File: config.mk
export PLATFORM = sky130hd
export DESIGN_NAME = wrc_bridge
export DESIGN_NICKNAME = d
export VERILOG_FILES = /design/src/rtl/wrc_pkg.sv /design/src/rtl/wrc_decode.sv /design/src/rtl/wrc_collect.sv /design/src/rtl/wrc_rdlatch.sv /design/src/rtl/wrc_bridge.sv
export SDC_FILE = /design/constraint.sdc
export NUM_CORES = 2
export LEC_CHECK = 0
export BUFFER_PORTS_ARGS = -buffer_cell sky130_fd_sc_hd__buf_2
export CAP_MARGIN = 15
export CORE_MARGIN = 3
export CORE_UTILIZATION = 47
export CTS_BUF_LIST = sky130_fd_sc_hd__clkbuf_8
export CTS_CLUSTER_SIZE = 20
export DETAILED_ROUTE_END_ITERATION = 8
export REMOVE_ABC_BUFFERS = 1
export SETUP_SLACK_MARGIN = 0.1
export SLEW_MARGIN = 25
export SYNTH_ARGS = -nofsm -noshare
export SYNTH_HDL_FRONTEND = slang
export SYNTH_SLANG_ARGS = --single-unit
File: constraint.sdc
create_clock -name clk_i -period 3.85 [get_ports clk_i]
set_clock_uncertainty 0.05 [all_clocks]
set_input_delay 0.77 -clock clk_i [delete_from_list [all_inputs] [get_ports clk_i]]
set_output_delay 0.77 -clock clk_i [all_outputs]
set_load 0.02 [all_outputs]
File: src/rtl/wrc_pkg.sv
package wrc_pkg;
  localparam int unsigned DW        = 32;
  localparam int unsigned LANES     = 4;
  localparam int unsigned WIDE_W    = DW * LANES;
  localparam int unsigned IDX_CTRL  = 0;
  localparam int unsigned IDX_AUX   = 1;
  localparam int unsigned IDX_STAT  = 2;
  localparam int unsigned IDX_RXPTR = 3;
  localparam int unsigned IDX_TXPTR = 4;
  localparam int unsigned IDX_TIMER = 5;

  typedef enum logic [2:0] {
    K_NONE, K_PLAIN, K_STAT, K_PTR, K_TIMER
  } kind_e;
endpackage

File: src/rtl/wrc_decode.sv
module wrc_decode import wrc_pkg::*; #(
  parameter int unsigned CSR_AW = 3,
  parameter int unsigned MEM_AW = 4,
  parameter int unsigned ADDR_W = 6,
  parameter int unsigned KEY_W  = 5
) (
  input  logic [ADDR_W-1:0] addr_i,
  output logic [KEY_W-1:0]  key_o,
  output logic [1:0]        lane_o,
  output logic              is_mem_o,
  output kind_e             kind_o
);
  localparam int unsigned IW = KEY_W - 1;
  logic [IW-1:0] idx;

  always_comb begin
    is_mem_o = addr_i[ADDR_W-1];
    idx      = '0;
    lane_o   = '0;
    kind_o   = K_NONE;
    if (is_mem_o) begin
      idx[MEM_AW-1:0] = addr_i[MEM_AW:1];
      lane_o          = {1'b0, addr_i[0]};
      kind_o          = K_PLAIN;
    end else begin
      idx[CSR_AW-1:0] = addr_i[CSR_AW+1:2];
      lane_o          = addr_i[1:0];
      if (idx == IW'(IDX_CTRL) || idx == IW'(IDX_AUX))        kind_o = K_PLAIN;
      else if (idx == IW'(IDX_STAT))                         kind_o = K_STAT;
      else if (idx == IW'(IDX_RXPTR) || idx == IW'(IDX_TXPTR)) kind_o = K_PTR;
      else if (idx == IW'(IDX_TIMER))                        kind_o = K_TIMER;
    end
    key_o = {is_mem_o, idx};
  end
endmodule

File: src/rtl/wrc_collect.sv
module wrc_collect import wrc_pkg::*; #(
  parameter int unsigned KEY_W = 5
) (
  input  logic              clk_i,
  input  logic              rst_ni,
  input  logic              we_i,
  input  logic [KEY_W-1:0]  key_i,
  input  logic [1:0]        lane_i,
  input  logic              is_mem_i,
  input  kind_e             kind_i,
  input  logic [DW-1:0]     wdata_i,
  output logic              commit_o,
  output logic [WIDE_W-1:0] commit_data_o,
  output logic [LANES-1:0]  mask_o
);
  logic [KEY_W-1:0]  tgt_q;
  logic [LANES-1:0]  mask_q, mask_n, lane_bit, full_mask;
  logic [WIDE_W-1:0] data_q, merged, ptr_data;
  logic              own, hit, clr, store;

  always_comb begin
    lane_bit  = LANES'(1) << lane_i;
    full_mask = is_mem_i ? LANES'(3) : '1;
    own       = (mask_q != '0) && (tgt_q == key_i);
    hit       = (mask_q == '0) || own;
    mask_n    = mask_q | lane_bit;
    merged    = data_q;
    merged[lane_i*DW +: DW] = wdata_i;
    // pointer commit: keep only lanes this pointer already owns
    for (int l = 0; l < LANES-1; l++)
      ptr_data[l*DW +: DW] = (own && mask_q[l]) ? data_q[l*DW +: DW] : '0;
    ptr_data[WIDE_W-1 -: DW] = wdata_i;
    commit_o      = 1'b0;
    commit_data_o = merged;
    clr           = 1'b0;
    store         = 1'b0;
    if (we_i) begin
      case (kind_i)
        K_PLAIN: if (hit) begin
          if (mask_n == full_mask) begin commit_o = 1'b1; clr = 1'b1; end
          else store = 1'b1;
        end
        K_PTR: if (lane_i == 2'd3) begin
          commit_o = 1'b1; commit_data_o = ptr_data; clr = own;
        end else if (hit) store = 1'b1;
        K_TIMER: if (lane_i == 2'd0) begin
          commit_o = 1'b1; commit_data_o = {{(WIDE_W-DW){1'b0}}, wdata_i}; clr = 1'b1;
        end
        default: ;
      endcase
    end
  end

  always_ff @(posedge clk_i or negedge rst_ni) begin
    if (!rst_ni) begin
      tgt_q  <= '0;
      mask_q <= '0;
      data_q <= '0;
    end else if (clr) begin
      mask_q <= '0;
    end else if (store) begin
      mask_q <= mask_n;
      tgt_q  <= key_i;
      data_q <= merged;
    end
  end

  assign mask_o = mask_q;
endmodule

File: src/rtl/wrc_rdlatch.sv
module wrc_rdlatch import wrc_pkg::*; #(
  parameter int unsigned KEY_W = 5
) (
  input  logic              clk_i,
  input  logic              rst_ni,
  input  logic              rd_i,
  input  logic [KEY_W-1:0]  key_i,
  input  logic [1:0]        lane_i,
  input  kind_e             kind_i,
  input  logic [WIDE_W-1:0] live_i,
  output logic              take_o,
  output logic              rvalid_o,
  output logic [DW-1:0]     rdata_o
);
  logic [KEY_W-1:0]  lkey_q;
  logic              lvalid_q, readable;
  logic [WIDE_W-1:0] ldata_q, src;

  always_comb begin
    readable = (kind_i == K_PLAIN) || (kind_i == K_STAT);
    take_o   = rd_i && readable && (lane_i == 2'd0 || !lvalid_q || lkey_q != key_i);
    src      = take_o ? live_i : ldata_q;
  end

  always_ff @(posedge clk_i or negedge rst_ni) begin
    if (!rst_ni) begin
      lkey_q   <= '0;
      lvalid_q <= 1'b0;
      ldata_q  <= '0;
      rvalid_o <= 1'b0;
      rdata_o  <= '0;
    end else begin
      rvalid_o <= rd_i;
      if (rd_i) rdata_o <= readable ? src[lane_i*DW +: DW] : '0;
      if (take_o) begin
        lkey_q   <= key_i;
        lvalid_q <= 1'b1;
        ldata_q  <= live_i;
      end
    end
  end
endmodule

File: src/rtl/wrc_bridge.sv
module wrc_bridge import wrc_pkg::*; #(
  parameter int unsigned CSR_AW = 3,
  parameter int unsigned MEM_AW = 4,
  parameter int unsigned STAT_W = 64,
  localparam int unsigned ADDR_W = 1 + ((CSR_AW + 2 > MEM_AW + 1) ? CSR_AW + 2 : MEM_AW + 1),
  localparam int unsigned KEY_W  = 1 + ((CSR_AW > MEM_AW) ? CSR_AW : MEM_AW)
) (
  input  logic              clk_i,
  input  logic              rst_ni,
  input  logic              rd_i,
  input  logic              wr_i,
  input  logic [ADDR_W-1:0] addr_i,
  input  logic [DW-1:0]     wdata_i,
  input  logic [STAT_W-1:0] stat_set_i,
  output logic              rvalid_o,
  output logic [DW-1:0]     rdata_o,
  output logic              wr_stb_o,
  output logic [KEY_W-1:0]  wr_key_o,
  output logic [WIDE_W-1:0] wr_data_o,
  output logic [WIDE_W-1:0] ctrl_o
);
  localparam int unsigned MEM_DEPTH = 1 << MEM_AW;
  localparam int unsigned MEM_W     = 2 * DW;

  logic [KEY_W-1:0]  key;
  logic [1:0]        lane;
  logic              is_mem, commit, take;
  kind_e             kind;
  logic [WIDE_W-1:0] commit_data, live, ctrl_q, aux_q;
  logic [LANES-1:0]  col_mask;
  logic [STAT_W-1:0] stat_q;
  logic [MEM_W-1:0]  mem_q [MEM_DEPTH];

  wrc_decode #(.CSR_AW(CSR_AW), .MEM_AW(MEM_AW), .ADDR_W(ADDR_W), .KEY_W(KEY_W)) i_dec (
    .addr_i(addr_i), .key_o(key), .lane_o(lane), .is_mem_o(is_mem), .kind_o(kind)
  );

  wrc_collect #(.KEY_W(KEY_W)) i_col (
    .clk_i(clk_i), .rst_ni(rst_ni), .we_i(wr_i), .key_i(key), .lane_i(lane),
    .is_mem_i(is_mem), .kind_i(kind), .wdata_i(wdata_i), .commit_o(commit),
    .commit_data_o(commit_data), .mask_o(col_mask)
  );

  wrc_rdlatch #(.KEY_W(KEY_W)) i_rdl (
    .clk_i(clk_i), .rst_ni(rst_ni), .rd_i(rd_i), .key_i(key), .lane_i(lane),
    .kind_i(kind), .live_i(live), .take_o(take), .rvalid_o(rvalid_o), .rdata_o(rdata_o)
  );

  always_comb begin
    live = '0;
    if (is_mem)                         live[MEM_W-1:0]  = mem_q[key[MEM_AW-1:0]];
    else if (key == KEY_W'(IDX_CTRL))   live             = ctrl_q;
    else if (key == KEY_W'(IDX_AUX))    live             = aux_q;
    else if (key == KEY_W'(IDX_STAT))   live[STAT_W-1:0] = stat_q;
  end

  always_ff @(posedge clk_i or negedge rst_ni) begin
    if (!rst_ni) begin
      ctrl_q    <= '0;
      aux_q     <= '0;
      stat_q    <= '0;
      wr_stb_o  <= 1'b0;
      wr_key_o  <= '0;
      wr_data_o <= '0;
      for (int i = 0; i < MEM_DEPTH; i++) mem_q[i] <= '0;
    end else begin
      // clear on snapshot, new events win
      stat_q   <= ((take && kind == K_STAT) ? '0 : stat_q) | stat_set_i;
      wr_stb_o <= commit;
      if (commit) begin
        wr_key_o  <= key;
        wr_data_o <= is_mem ? {{(WIDE_W-MEM_W){1'b0}}, commit_data[MEM_W-1:0]} : commit_data;
        if (is_mem)                        mem_q[key[MEM_AW-1:0]] <= commit_data[MEM_W-1:0];
        else if (key == KEY_W'(IDX_CTRL))  ctrl_q <= commit_data;
        else if (key == KEY_W'(IDX_AUX))   aux_q  <= commit_data;
      end
    end
  end

  assign ctrl_o = ctrl_q;
endmodule

==> PnR_summary.wiki <==
{| class="wikitable"
! Metric !! Value
|-
| Count of buffers inserted at the top-level ports || 400
|-
| Number of global-route vias before repair || 64971
|-
| Peak VDD IR || 0.424 mV
|-
| Final worst path period need || 3410 ps
|-
| Post-synthesis simple-gate area fraction || 0.143
|-
| Post-placement cell count || 10399
|-
| Most area-hungry cell type in the Yosys netlist || sky130_fd_sc_hd__dfrtp_1
|-
| Count of warnings emitted by yosys || 0
|-
| Dominant combinational cell family by area after synthesis || compound AO/OA/AOI/OAI gates
|-
| Crit. End Element || flop
|-
| Floorplan die width || 412 um
|-
| Status || finished clean
|-
| Finished Layout Cells || 11003
|-
| Crit path arrival time || 4230 ps
|-
| Post-placement worst setup slack || -287 ps
|-
| Final WL || 308 mm
|-
| Clock buffer count from CTS || 319
|-
| Count of max-cap constraint violations || 0
|-
| Detailed Route Iter0 Violations || 7757
|-
| Count of filler cells inserted in the layout || 14514
|-
| CTS Sinks || 1782
|-
| Top cells by area in the synthesized netlist || sky130_fd_sc_hd__dfrtp_1 58%, sky130_fd_sc_hd__nand2_1 7.9%, sky130_fd_sc_hd__o21ai_0 5.8%, sky130_fd_sc_hd__a21oi_1 3.9%, sky130_fd_sc_hd__nor2_1 3.4%
|-
| Routability cong. || 0.910
|-
| Worst Max-Slew Pin Slew || 979 ps
|-
| Setup fix buffers added after clock tree synthesis || 0
|-
| PnR worst setup slack || 438 ps
|-
| Starting density of the core || 0.474
|-
| Power per Cell Area || 565 nW/um^2
|-
| Number of enable flip-flop cells after synthesis || 0
|-
| GRT Overall Usage || 0.360
|-
| TritonCTS clock tree || done
|-
| Length of the first detailed-routing pass in iterations || 6
|-
| Fraction of the mapped netlist area in compound gates || 0.181
|-
| I/O Pins || 401
|-
| Commonest register cell after synthesis || sky130_fd_sc_hd__dfrtp_1
|-
| Post-synthesis sequential area ratio || 0.576
|-
| Detailed-route wire length per cell || 28.0 um
|-
| Total global routing overflow || 0
|-
| Core Footprint || 163000 um^2
|-
| Pwr Total || 52.2 mW
|-
| Number of antenna violations at the first check in global routing || 22
|-
| Area share of xor/xnor cells in the synthesized design || 0.000678
|-
| Share of synthesized cell area in full adder, half adder and majority cells || 0
|-
| Number of pins with negative max-slew slack in the final report || 0
|-
| Number of register bits inferred by synthesis || 1782
|-
| Clock Path Buffers || 4
|-
| Clock latency on the worst-skew pair || 1050 ps
|-
| Number of vias per cell after detailed routing || 6.07
|-
| Cell area after synthesis || 77500 um^2
|-
| Mean Syn Cell Area || 9.66 um^2
|-
| Flip-flop and latch area || 44600 um^2
|-
| Mux share of post-synthesis cell area || 0.0559
|-
| Fmax achieved || 0.293 GHz
|-
| Netlist cell types || 81
|-
| Syn-to-layout area delta || 19.1%
|-
| Setup violations, final || 0
|-
| Kind of start point of the critical path || flop
|-
| Most instantiated cells after synthesis || 1782 x sky130_fd_sc_hd__dfrtp_1, 1633 x sky130_fd_sc_hd__nand2_1, 898 x sky130_fd_sc_hd__o21ai_0
|-
| Leak || 42.2 nW
|-
| Wire length of the first global-routing pass || 448 mm
|-
| Largest fanout on the critical path || 50
|-
| Fraction of synthesis flops using an asynchronous set or reset pin || 1.00
|-
| Leading cell type by number of instances after synthesis || sky130_fd_sc_hd__dfrtp_1
|-
| Row Count || 148
|-
| Fraction of the cycle the final worst path needs || 0.886
|-
| Maximum level of the CTS H-tree || 5
|-
| Antenna viol nets, final || 0
|-
| Net count of the finished layout || 8722
|-
| Multi-input logic area || 29900 um^2
|-
| Crit path kind || reg2reg
|-
| Clock slew at the register clock pins of the worst setup and hold paths || 60 ps
|-
| Maximum number of pins on one net before global-route repair || 119
|-
| Share of the core filled with cells || 0.565
|-
| Cell count after synthesis || 8020
|-
| Final hold violation count || 0
|-
| DR DRC count || 0
|-
| Worst endpoint required time || 4670 ps
|-
| Root buffer cell || sky130_fd_sc_hd__clkbuf_8
|-
| DR vias || 66797
|-
| RSZ-0062 raised after global routing || no
|-
| Total die area || 170000 um^2
|-
| HPWL after DPL || 197 mm
|-
| Kind of path behind the tightest hold check || in2reg
|-
| Worst slew margin relative to its limit || 0.341
|-
| Post-synth top area share || 0.576
|-
| Share of post-route cells with drive strength above 1 || 0.191
|-
| Die span in y || 412 um
|}
==> layout make-up <==
cell class | instances | share of cell area
tap | 2175 | 0.0295
antenna | 11 | 0.000298
inverter | 25 | 0.00110
sequential | 1782 | 0.483
clock buffer | 391 | 0.0583
timing repair buffer | 1015 | 0.0965
clock inverter | 131 | 0.00691
multi-input combinational | 5473 | 0.324
==> path summary, 6_finish.rpt <==
check                      depth (start not counted)  slack, ps           endpoint               from
max                                               11        440          mem_q[60]     i_col.tgt_q[0]
max in group asynchronous                          4       2120      wr_data_o[38]             rst_ni
min in group asynchronous                          2        340      wr_data_o[98]             rst_ni
min reg2reg                                        2        420  i_rdl.ldata_q[59]  i_rdl.ldata_q[59]
min                                                2         80   i_col.data_q[98]         wdata_i[2]
max reg2reg                                       11        440          mem_q[60]     i_col.tgt_q[0]
==> power breakdown <==
group / switching [mW] / leakage (nW) / total, mW / internal [mW]
clock: 7.94 / 3.50 / 17.3 / 9.34
combinational: 7.44 / 14.8 / 11.5 / 4.11
sequential: 1.75 / 23.8 / 23.3 / 21.6
total: 17.1 / 42.2 / 52.2 / 35.0
==> flip-flops by register name, summed over array words and instances (netlist names) <==
signal,count
mem_q,1024
aux_q,128
ctrl_o,128
i_col.data_q,128
i_rdl.ldata_q,128
wr_data_o,128
stat_q,64
i_rdl.rdata_o,32
i_col.tgt_q,5
i_rdl.lkey_q,5
wr_key_o,5
i_col.mask_o,4
i_rdl.lvalid_q,1
i_rdl.rvalid_o,1
wr_stb_o,1
==> critical path, stage by stage, from the launching register on <==
cell	delay [ps]
sky130_fd_sc_hd__dfrtp_1	450
sky130_fd_sc_hd__xnor2_1	320
sky130_fd_sc_hd__nand3_1	180
sky130_fd_sc_hd__a2111oi_4	380
sky130_fd_sc_hd__o21ai_1	150
sky130_fd_sc_hd__o31a_2	480
sky130_fd_sc_hd__inv_8	110
sky130_fd_sc_hd__buf_12	150
sky130_fd_sc_hd__nand4_1	250
sky130_fd_sc_hd__buf_4	430
sky130_fd_sc_hd__nand2_1	150
sky130_fd_sc_hd__o21ai_0	110
==> cell families after synthesis <==
family | Yosys count
multiplexers | 384
flip-flops | 1782
buffers and inverters | 765
XOR/XNOR | 6
AO/OA/AOI/OAI | 2328
AND/OR/NAND/NOR | 2755
==> timing repair <==
action / in CTS / in global routing
endpoints found under the hold margin: 124 / 0
gates resized for setup: 0 / 0
hold buffers: 71 / 0
==> through the flow <==
stage / instance area, um^2 / hold WS [ps] / TNS (ps)
6_report: 92300 / 82.7 / 0
5_1_grt: 92300 / 51.7 / 0
4_1_cts: 92300 / 3.63 / 0
3_5_place_dp: 85500 / 409 / -731
3_3_place_gp: 85500 / 403 / -431
2_1_floorplan: 74200 / 384 / -9829370
==> metal layers <==
metal | track usage | wire length, um | share of wire | vias up
met3 | 0.102 | 33500 | 0.11 | 838
met1 | 0.489 | 125000 | 0.40 | 33175
li1 | - | - | - | 29129
met2 | 0.536 | 134000 | 0.44 | 3647
met5 | 0 | 49 | 0.00016 | -
met4 | 0.165 | 15700 | 0.051 | 8
==> cells in the final DEF, fill, tap and decap left out, types with 20 or more instances in the layout <==
cell type	Yosys	layout
sky130_fd_sc_hd__nor2_1	699	680
sky130_fd_sc_hd__nand4_1	35	35
sky130_fd_sc_hd__o21ai_1	81	80
sky130_fd_sc_hd__buf_4	20	380
sky130_fd_sc_hd__o221ai_1	65	65
sky130_fd_sc_hd__clkinv_2	0	23
sky130_fd_sc_hd__nand2_1	1633	1630
sky130_fd_sc_hd__mux2_2	213	212
sky130_fd_sc_hd__a21oi_1	607	606
sky130_fd_sc_hd__a221o_1	23	23
sky130_fd_sc_hd__a22o_1	24	22
sky130_fd_sc_hd__o211ai_1	23	23
sky130_fd_sc_hd__a211oi_1	39	38
sky130_fd_sc_hd__dfrtp_1	1782	1782
sky130_fd_sc_hd__a32o_1	20	20
sky130_fd_sc_hd__mux2i_1	152	150
sky130_fd_sc_hd__o31ai_1	40	40
sky130_fd_sc_hd__a22oi_1	147	146
sky130_fd_sc_hd__buf_12	0	167
sky130_fd_sc_hd__clkbuf_8	0	392
sky130_fd_sc_hd__dlygate4sd3_1	0	71
sky130_fd_sc_hd__o22ai_1	34	34
sky130_fd_sc_hd__buf_2	290	396
sky130_fd_sc_hd__inv_1	22	122
sky130_fd_sc_hd__a221oi_1	64	64
sky130_fd_sc_hd__a21o_1	73	73
sky130_fd_sc_hd__nor3_1	47	44
sky130_fd_sc_hd__o21ai_0	898	897
sky130_fd_sc_hd__nand3_1	227	220
sky130_fd_sc_hd__a32oi_1	63	63
No activity file was read; power rests on OpenSTA's default activity.
